## config.mk

```make
export PLATFORM = sky130hd
export DESIGN_NAME = ata_stat_irq
export DESIGN_NICKNAME = d
export VERILOG_FILES = /design/src/rtl/ata_stat_pkg.sv /design/src/rtl/ata_busy_fsm.sv /design/src/rtl/ata_stat_bits.sv /design/src/rtl/ata_irq_ctl.sv /design/src/rtl/ata_stat_irq.sv
export SDC_FILE = /design/constraint.sdc
export NUM_CORES = 1
export LEC_CHECK = 0
export CORE_MARGIN = 5
export CORE_UTILIZATION = 52
export CTS_CLUSTER_SIZE = 25
export DETAILED_ROUTE_END_ITERATION = 10
export PLACE_DENSITY = 0.88
export SYNTH_ARGS = -nofsm -noshare
export SYNTH_HDL_FRONTEND = slang
export SYNTH_SLANG_ARGS = --single-unit
```

## constraint.sdc

```tcl
create_clock -name clk -period 2.9 [get_ports clk]
set_input_delay 0.58 -clock clk [delete_from_list [all_inputs] [get_ports clk]]
set_output_delay 0.58 -clock clk [all_outputs]
set_load 0.01 [all_outputs]
```

## src/rtl/ata_stat_pkg.sv

```systemverilog
package ata_stat_pkg;

    localparam logic [2:0] ADDR_CMD  = 3'd7;  // write: command
    localparam logic [2:0] ADDR_STAT = 3'd7;  // read: status

    typedef enum logic [1:0] {
        ST_RESET = 2'd0,
        ST_IDLE  = 2'd1,
        ST_CMD   = 2'd2,
        ST_DRQ   = 2'd3
    } ata_st_e;

    typedef struct packed {
        logic bsy;
        logic drdy;
        logic df;
        logic dsc;
        logic drq;
        logic corr;
        logic zero;
        logic err;
    } stat_byte_t;

endpackage

```

## src/rtl/ata_busy_fsm.sv

```systemverilog
module ata_busy_fsm
    import ata_stat_pkg::*;
#(
    parameter int unsigned TMO_CYC = 1_500_000_000
) (
    input  logic    clk,
    input  logic    rst_n,
    input  logic    srst_rise,
    input  logic    cmd_wr,
    input  logic    ev_drq,
    input  logic    ev_blk,
    input  logic    ev_done,
    input  logic    rst_done,
    output ata_st_e state,
    output logic    done_acc,
    output logic    drq_acc,
    output logic    rdy_acc,
    output logic    tmo_hit
);
    localparam int unsigned CNT_W = $clog2(TMO_CYC + 1);
    localparam logic [CNT_W-1:0] CNT_LAST = CNT_W'(TMO_CYC - 1);

    ata_st_e          st_n;
    logic [CNT_W-1:0] cnt;
    logic             cnt_last;

    assign cnt_last = (cnt == CNT_LAST);

    // state register
    always_ff @(posedge clk or negedge rst_n) begin
        if (!rst_n) state <= ST_RESET;
        else        state <= st_n;
    end

    // reset dwell counter
    always_ff @(posedge clk or negedge rst_n) begin
        if (!rst_n)                                 cnt <= '0;
        else if (srst_rise || state != ST_RESET)    cnt <= '0;
        else                                        cnt <= cnt + 1'b1;
    end

    // next state
    always_comb begin
        st_n = state;
        if (srst_rise) begin
            st_n = ST_RESET;
        end else begin
            unique case (state)
                ST_RESET: if (rst_done || cnt_last) st_n = ST_IDLE;
                ST_IDLE:  if (cmd_wr)               st_n = ST_CMD;
                ST_CMD: begin
                    if (ev_done)     st_n = ST_IDLE;
                    else if (ev_drq) st_n = ST_DRQ;
                end
                ST_DRQ: begin
                    if (ev_done)     st_n = ST_IDLE;
                    else if (ev_blk) st_n = ST_CMD;
                end
            endcase
        end
    end

    // accepted-event outputs
    always_comb begin
        done_acc = 1'b0;
        drq_acc  = 1'b0;
        rdy_acc  = 1'b0;
        tmo_hit  = 1'b0;
        if (!srst_rise) begin
            unique case (state)
                ST_RESET: begin
                    rdy_acc = rst_done;
                    tmo_hit = !rst_done && cnt_last;
                end
                ST_IDLE: ;
                ST_CMD: begin
                    done_acc = ev_done;
                    drq_acc  = ev_drq && !ev_done;
                end
                ST_DRQ: done_acc = ev_done;
            endcase
        end
    end

endmodule

```

## src/rtl/ata_stat_bits.sv

```systemverilog
module ata_stat_bits (
    input  logic clk,
    input  logic rst_n,
    input  logic srst_rise,
    input  logic done_acc,
    input  logic tmo_hit,
    input  logic rdy_acc,
    input  logic ev_notrdy,
    input  logic spin_rdy,
    input  logic err_in,
    input  logic corr_in,
    input  logic df_in,
    input  logic dsc_in,
    output logic drdy,
    output logic df,
    output logic dsc,
    output logic corr,
    output logic err
);
    logic spin_q;

    always_ff @(posedge clk or negedge rst_n) begin
        if (!rst_n) begin
            spin_q <= 1'b0;
            drdy   <= 1'b0;
        end else begin
            spin_q <= spin_rdy;
            if (!spin_rdy || ev_notrdy)           drdy <= 1'b0;
            else if (!spin_q || rdy_acc)          drdy <= 1'b1;
        end
    end

    always_ff @(posedge clk or negedge rst_n) begin
        if (!rst_n) begin
            df   <= 1'b0;
            dsc  <= 1'b0;
            corr <= 1'b0;
            err  <= 1'b0;
        end else if (srst_rise) begin
            df   <= 1'b0;
            dsc  <= 1'b0;
            corr <= 1'b0;
            err  <= 1'b0;
        end else if (done_acc) begin
            df   <= df_in;
            dsc  <= dsc_in;
            corr <= corr_in;
            err  <= err_in;
        end else if (tmo_hit) begin
            df   <= 1'b1;
        end
    end

endmodule

```

## src/rtl/ata_irq_ctl.sv

```systemverilog
module ata_irq_ctl (
    input  logic clk,
    input  logic rst_n,
    input  logic srst_rise,
    input  logic set_ev,
    input  logic ack,
    output logic irq
);
    always_ff @(posedge clk or negedge rst_n) begin
        if (!rst_n)         irq <= 1'b0;
        else if (srst_rise) irq <= 1'b0;
        else if (set_ev)    irq <= 1'b1;
        else if (ack)       irq <= 1'b0;
    end
endmodule

```

## src/rtl/ata_stat_irq.sv

```systemverilog
module ata_stat_irq
    import ata_stat_pkg::*;
#(
    parameter int unsigned TMO_CYC = 1_500_000_000
) (
    input  logic       clk,
    input  logic       rst_n,
    input  logic [2:0] host_addr,
    input  logic       host_rd,
    input  logic       host_wr,
    input  logic [7:0] reg_rdata_i,
    output logic [7:0] host_rdata,
    input  logic       srst_i,
    input  logic       rst_done_i,
    input  logic       ev_drq_i,
    input  logic       ev_blk_i,
    input  logic       ev_done_i,
    input  logic       ev_notrdy_i,
    input  logic       err_i,
    input  logic       corr_i,
    input  logic       df_i,
    input  logic       dsc_i,
    input  logic       spin_rdy_i,
    output logic [7:0] status_o,
    output logic       intrq_o
);
    ata_st_e    fsm_state;
    stat_byte_t sb;
    logic       srst_q, srst_rise;
    logic       cmd_wr, stat_rd;
    logic       done_acc, drq_acc, rdy_acc, tmo_hit;
    logic       drdy, df, dsc, corr, err;

    always_ff @(posedge clk or negedge rst_n) begin
        if (!rst_n) srst_q <= 1'b0;
        else        srst_q <= srst_i;
    end

    assign srst_rise = srst_i && !srst_q;
    assign cmd_wr    = host_wr && (host_addr == ADDR_CMD);
    assign stat_rd   = host_rd && (host_addr == ADDR_STAT);

    ata_busy_fsm #(.TMO_CYC(TMO_CYC)) u_fsm (
        .clk       (clk),
        .rst_n     (rst_n),
        .srst_rise (srst_rise),
        .cmd_wr    (cmd_wr),
        .ev_drq    (ev_drq_i),
        .ev_blk    (ev_blk_i),
        .ev_done   (ev_done_i),
        .rst_done  (rst_done_i),
        .state     (fsm_state),
        .done_acc  (done_acc),
        .drq_acc   (drq_acc),
        .rdy_acc   (rdy_acc),
        .tmo_hit   (tmo_hit)
    );

    ata_stat_bits u_bits (
        .clk       (clk),
        .rst_n     (rst_n),
        .srst_rise (srst_rise),
        .done_acc  (done_acc),
        .tmo_hit   (tmo_hit),
        .rdy_acc   (rdy_acc),
        .ev_notrdy (ev_notrdy_i),
        .spin_rdy  (spin_rdy_i),
        .err_in    (err_i),
        .corr_in   (corr_i),
        .df_in     (df_i),
        .dsc_in    (dsc_i),
        .drdy      (drdy),
        .df        (df),
        .dsc       (dsc),
        .corr      (corr),
        .err       (err)
    );

    ata_irq_ctl u_irq (
        .clk       (clk),
        .rst_n     (rst_n),
        .srst_rise (srst_rise),
        .set_ev    (done_acc || drq_acc),
        .ack       (stat_rd),
        .irq       (intrq_o)
    );

    always_comb begin
        sb.bsy  = (fsm_state == ST_RESET) || (fsm_state == ST_CMD);
        sb.drdy = drdy;
        sb.df   = df;
        sb.dsc  = dsc;
        sb.drq  = (fsm_state == ST_DRQ);
        sb.corr = corr;
        sb.zero = 1'b0;
        sb.err  = err;
    end

    assign status_o   = sb;
    assign host_rdata = (sb.bsy || host_addr == ADDR_STAT) ? status_o : reg_rdata_i;

endmodule

```

Word-level counts from Yosys, hierarchy flattened. Index checks and enable logic that the tools add are counted.

Add/subtract/negate cells: 1. Equal/unequal tests: 9. Mux-type cells: 32. Reductions and logical operators: 25.

Operators by type and width (number): adder 31 x 1 -> 31 bit, second input constant (1); == test 31 bit, second input constant (1); 2-to-1 mux 31 bit (1); 2-to-1 mux 1 bit (22); 2-to-1 mux 2 bit (7); 2-to-1 mux 8 bit (1); inequality test 4 x 3 -> 1 bit, second input constant (2); one-hot mux 2 bit (4 select lines) (1); logical OR 1 bit (7); nonzero test 2 bit (3); nonzero test 3 bit (2); logical AND 1 bit (5); logical NOT 1 bit (5); == test 2 bit, second input constant (2); AND reduction 4 bit (1); == test 3 bit, second input constant (1); inequality test 3 x 1 -> 1 bit, second input constant (1); inequality test 3 x 2 -> 1 bit, second input constant (1); == test 2 x 1 -> 1 bit, second input constant (1); logical NOT 2 bit (1); OR reduction 2 bit (1).

Bits in registers: 41.

Depth between registers and ports, before layout.
Word-level depth: 7. Mapped depth: 7.

Cells and area by module. From an unflattened synthesis, not the netlist that was laid out.

Cell total of the unflattened synthesis: 252. Area, all modules: 2333.5 um^2.

By module, submodules not included: ata_busy_fsm (sequential area each 825.8 um^2, area each 1747.9 um^2, times used 1, cells an instance 185); ata_stat_irq (sequential area each 25.0 um^2, area each 284.0 um^2, times used 1, cells an instance 44); ata_stat_bits (sequential area each 150.1 um^2, area each 257.7 um^2, times used 1, cells an instance 19); ata_irq_ctl (sequential area each 25.0 um^2, area each 43.8 um^2, times used 1, cells an instance 4).

Worst setup path after synthesis. OpenSTA, ideal clock, no wires.

Path kind: reg-to-reg. Start point: register u_fsm.cnt[0]. End point: register u_fsm.cnt[30]. Arrival: 1.905 ns. Path slack: 0.917 ns. Buffers on the path: 0. Stages on the path, launching flop included: 6. Setup time: 0.078 ns. Period minus slack after synthesis: 1.983 ns. Required time: 2.822 ns. Path through: dfrtp_1 -> ha_1 -> inv_1 -> or4_1 -> or4_1 -> a21oi_1.

Word-level cells in the longest chain between the ends: 2.

RTL lines: start, declared (line ata_busy_fsm.sv:24) `logic [CNT_W-1:0] cnt;`; start signal, assigned (line ata_busy_fsm.sv:39) `else cnt <= cnt + 1'b1;`; adder 31 x 1 -> 31 bit (line ata_busy_fsm.sv:39); 2-to-1 mux 31 bit (line ata_busy_fsm.sv:38) `else if (srst_rise || state != ST_RESET) cnt <= '0;`.

Every way passes these cells. A chain may end at the register's enable or synchronous reset.

Worst setup path in the final report.
Start point: input host_addr[2]. End point: output host_rdata[5].

Word-level cells in the longest chain between the ends: 3.

RTL lines: start, declared (line ata_stat_irq.sv:8) `input logic [2:0] host_addr,`; == test 3 bit (line ata_stat_irq.sv:100) `assign host_rdata = (sb.bsy || host_addr == ADDR_STAT) ? status_o : reg_rdata_i;`; logical OR 1 bit (line ata_stat_irq.sv:100); 2-to-1 mux 8 bit (line ata_stat_irq.sv:100); end, declared (line ata_stat_irq.sv:12) `output logic [7:0] host_rdata,`.

Every way passes these cells.

==> results.md <==
- Outcome: complete, no violations
- First-pass GRT wire length: 9.259 mm
- Final setup viols: 0
- GR peak layer: met2
- Initial antenna violation count: 0
- Cells on worst reg2reg path: 5
- Crit path launch type: input pin
- Vias per inst: 5.879
- Gate Count Post-Synth: 249
- Switching Power: 289.1 uW
- Iteration-0 DRC Markers: 182
- DRT Pass-1 Iters: 4
- Number of global-route vias before repair: 1978
- Hold Buf Count CTS: 0
- Largest stage delay on the critical path: 0.48 ns
- # clock sinks: 41
- Clock Skew: 0.005900 ns
- Final-layout fill cell count: 372
- Pleak: 0.001127 uW
- Io pins: 43
- WL final: 5.433 mm
- PD cells: 409.8 nW/um2
- Post-synth ARST share: 100.0%
- Dpl hpwl: 4.063 mm
- GR Util met1: 23.35%
- # port buffers: 41
- Final hold vios: 0
- Slew Limit Fails: 0
- # diodes: 0
- Synthesized area: 2293 um2
- Total CTS buffers: 5
- R2R setup slack: 0.62 ns
- Post CTS Setup Buffer Count: 0
- Actual slew at the worst max-slew pin: 0.9033 ns
- Max_cap viols: 0
- Pin count of the biggest net entering global routing: 42
- Critical-path maximum fanout: 5
- Post-synth top flop: dfrtp_1
- Final global-route overflow total: 0
- Via count: 1987
- Netlist cell types: 41
- Fin Hold WS: 0.3976 ns
- Yosys top cell area share: 44.74%
- Final RePlAce weighted congestion: 0.8895
- Most frequent CP cell: clkdlybuf4s50_1
- CORE AREA: 4324 um2
- Clock transition at path regs: 0.08 ns
- Comb pwr share: 14.2%
- Worst r2r src: u_fsm.cnt[0]
- EDFF count, synth: 0
- Setup CP Type: input pin to output pin
- Synth Warn #: 0
- Post-synthesis register bit count: 41
- Pwr Total: 1151 uW
- GRT met2 Usage: 32.79%
- Die width: 76.41 um
- CP required: 2.32 ns
- Cell internal pwr: 861.6 uW
- Final Critical Period: 2.791 ns
- Die Y-Extent: 76.41 um
- CTS max path bufs: 2
- Setup TNS: 0 ns
- Gr usage total: 19.44%
- TritonCTS clock tree: yes
- Leading post-synthesis cells by cell area: dfrtp_1, nand2_1, a21oi_1
- Reg-to-reg endpoint: u_fsm.cnt[30]
- Final ANT Viol Nets: 0
- Peak supply drop: 358.5 uV
- RSZ-0062 raised after global routing: false
- Num rows: 24
- Net Sw Frac: 25.12%
- Final worst path period share: 96.25%
- Slowest cell on the critical path: clkdlybuf4s50_1
- Max Freq: 0.3583 GHz
- Data arrival, critical path: 2.21 ns
- Max_slew headroom: 39.78%
- Initial core utilization: 53.04%
- Critical Path, Cell by Cell: clkdlybuf4s50_1, nand3_1, nand2_1, mux2_2, clkdlybuf4s50_1
- Global Route met3 Usage: 4.255%
- H-tree Lvls: 2
- Synth area leader: dfrtp_1
- Sequential share of the synthesized area: 44.74%
- # resized after CTS: 0
- Layout Area Growth over Synthesis: 22.42%
- Clock power frac: 34.4%
- Mean cell area of the mapped netlist: 9.211 um2
- Worst Hold Class: input pin to async pin
- Syn_nets: 276
- Share of cells above drive strength 1: 10.14%
- Crit. End Element: output pin
- Root Driver: clkbuf_8
- Nets: 312
- DR DRC count: 0
- WL/cell: 16.07 um
- Clk_lat worst skew: 0.30 ns
- Sequential cell fraction of total power: 51.4%
- Die ar.: 5838 um2
-- layout by cell type (no fill, tap or decap), types with 4 or more instances in the layout --
cell / n
or2_2: 4
clkdlybuf4s50_1: 40
xor2_1: 6
nor2_1: 20
nand3_1: 17
clkbuf_8: 6
dfrtp_1: 41
or3_1: 7
nor4_1: 7
nor3_1: 6
mux2i_1: 4
a21oi_1: 17
mux2_2: 6
or4_1: 9
xnor2_1: 7
o21ai_0: 4
nand4_1: 7
inv_1: 8
o31ai_1: 7
buf_4: 4
and2_1: 4
nand2_1: 24
-- worst max path at each step --
stage | startpoint | to | slack [ns]
3_3_place_gp | host_addr[1] | host_rdata[6] | 0.14
3_5_place_dp | host_addr[2] | host_rdata[5] | 0.09
5_1_grt | host_addr[2] | host_rdata[5] | 0.02
6_report | host_addr[2] | host_rdata[5] | 0.11
2_1_floorplan | u_fsm.cnt[0] | u_fsm.cnt[30] | 0.92
4_1_cts | host_addr[2] | host_rdata[5] | 0.08
-- kinds of logic (layout without fill, tap and decap cells) --
group	Yosys count	after routing	share of synthesized area (%)
compound gates	37	37	10.09
xor+xnor	13	13	4.965
fa+ha+maj	1	1	0.5455
buf+inv	24	61	4.910
flops	41	41	44.74
mux	10	10	4.692
other cells	1	1	0.1635
simple gates	122	122	29.90
-- cell type report --
| type | count | area, um2 | share of cell area [%] |
|---|---|---|---|
| Sequential cell | 41 | 1026 | 36.54 |
| Inverter | 8 | 30.03 | 1.070 |
| Tap cell | 52 | 65.06 | 2.317 |
| Clock buffer | 6 | 82.58 | 2.941 |
| Timing Repair Buffer | 45 | 435.4 | 15.51 |
| Multi-Input combinational cell | 184 | 1155 | 41.13 |
| Clock inverter | 2 | 13.76 | 0.4902 |
-- Yosys cell counts (2+ instances only) --
cell type  instances
and3_1             2
mux2_2             6
nor2_1            20
nand2b_1           2
and2_1             4
or2_2              4
dfrtp_1           41
or3_1              7
or4b_2             2
and4_1             2
buf_4              6
nor3_1             6
nand4_1            7
xnor2_1            7
or4_1              9
nor4_1             7
xor2_1             6
clkbuf_1          10
nand3_1           17
mux2i_1            4
o311ai_0           3
nor3b_1            2
o21ai_0            4
nor2b_1            2
o31ai_1            7
inv_1              8
a21oi_1           17
nand2_1           24
-- power by group through the flow --
| stage | Clock [uW] | Combinational (uW) | Sequential, uW |
|---|---|---|---|
| floorplan | 0 | 78.5 | 598 |
| global placement | 0 | 160 | 603 |
| detailed placement | 0 | 165 | 603 |
| CTS | 403 | 166 | 592 |
| global route | 427 | 179 | 594 |
| finish | 396 | 163 | 592 |
-- critical path: cells and delay by family --
family | cells | cell delay [ns]
multiplexers | 1 | 0.37
AND/OR/NAND/NOR | 2 | 0.31
buffers and inverters | 2 | 0.94
-- stage by stage --
| stage | std cells | setup WS (ns) | utilization [%] | area (um2) |
|---|---|---|---|---|
| finish | 338 | 0.1089 | 64.93 | 2808 |
| global route | 338 | 0.02275 | 64.93 | 2808 |
| CTS | 338 | 0.08024 | 64.93 | 2808 |
| detailed placement | 330 | 0.08533 | 62.70 | 2711 |
| global placement | 330 | 0.1434 | 62.70 | 2711 |
| floorplan | 249 | 0.9175 | - | 2293 |
-- sequential cells by signal, summed over array words and instances (netlist names) --
register       flops
u_bits.spin_q      1
u_bits.drdy        1
u_fsm.state        2
u_bits.df          1
srst_q             1
u_irq.irq          1
u_bits.dsc         1
u_bits.corr        1
u_bits.err         1
u_fsm.cnt         31
-- metal layers --
layer | vias up | share of wire (%)
li1 | 972 | -
met1 | 955 | 42
met2 | 50 | 52
met3 | 10 | 4.6
met4 | 0 | 2.0
met5 | - | 0
(Power assumes the default switching activity.)
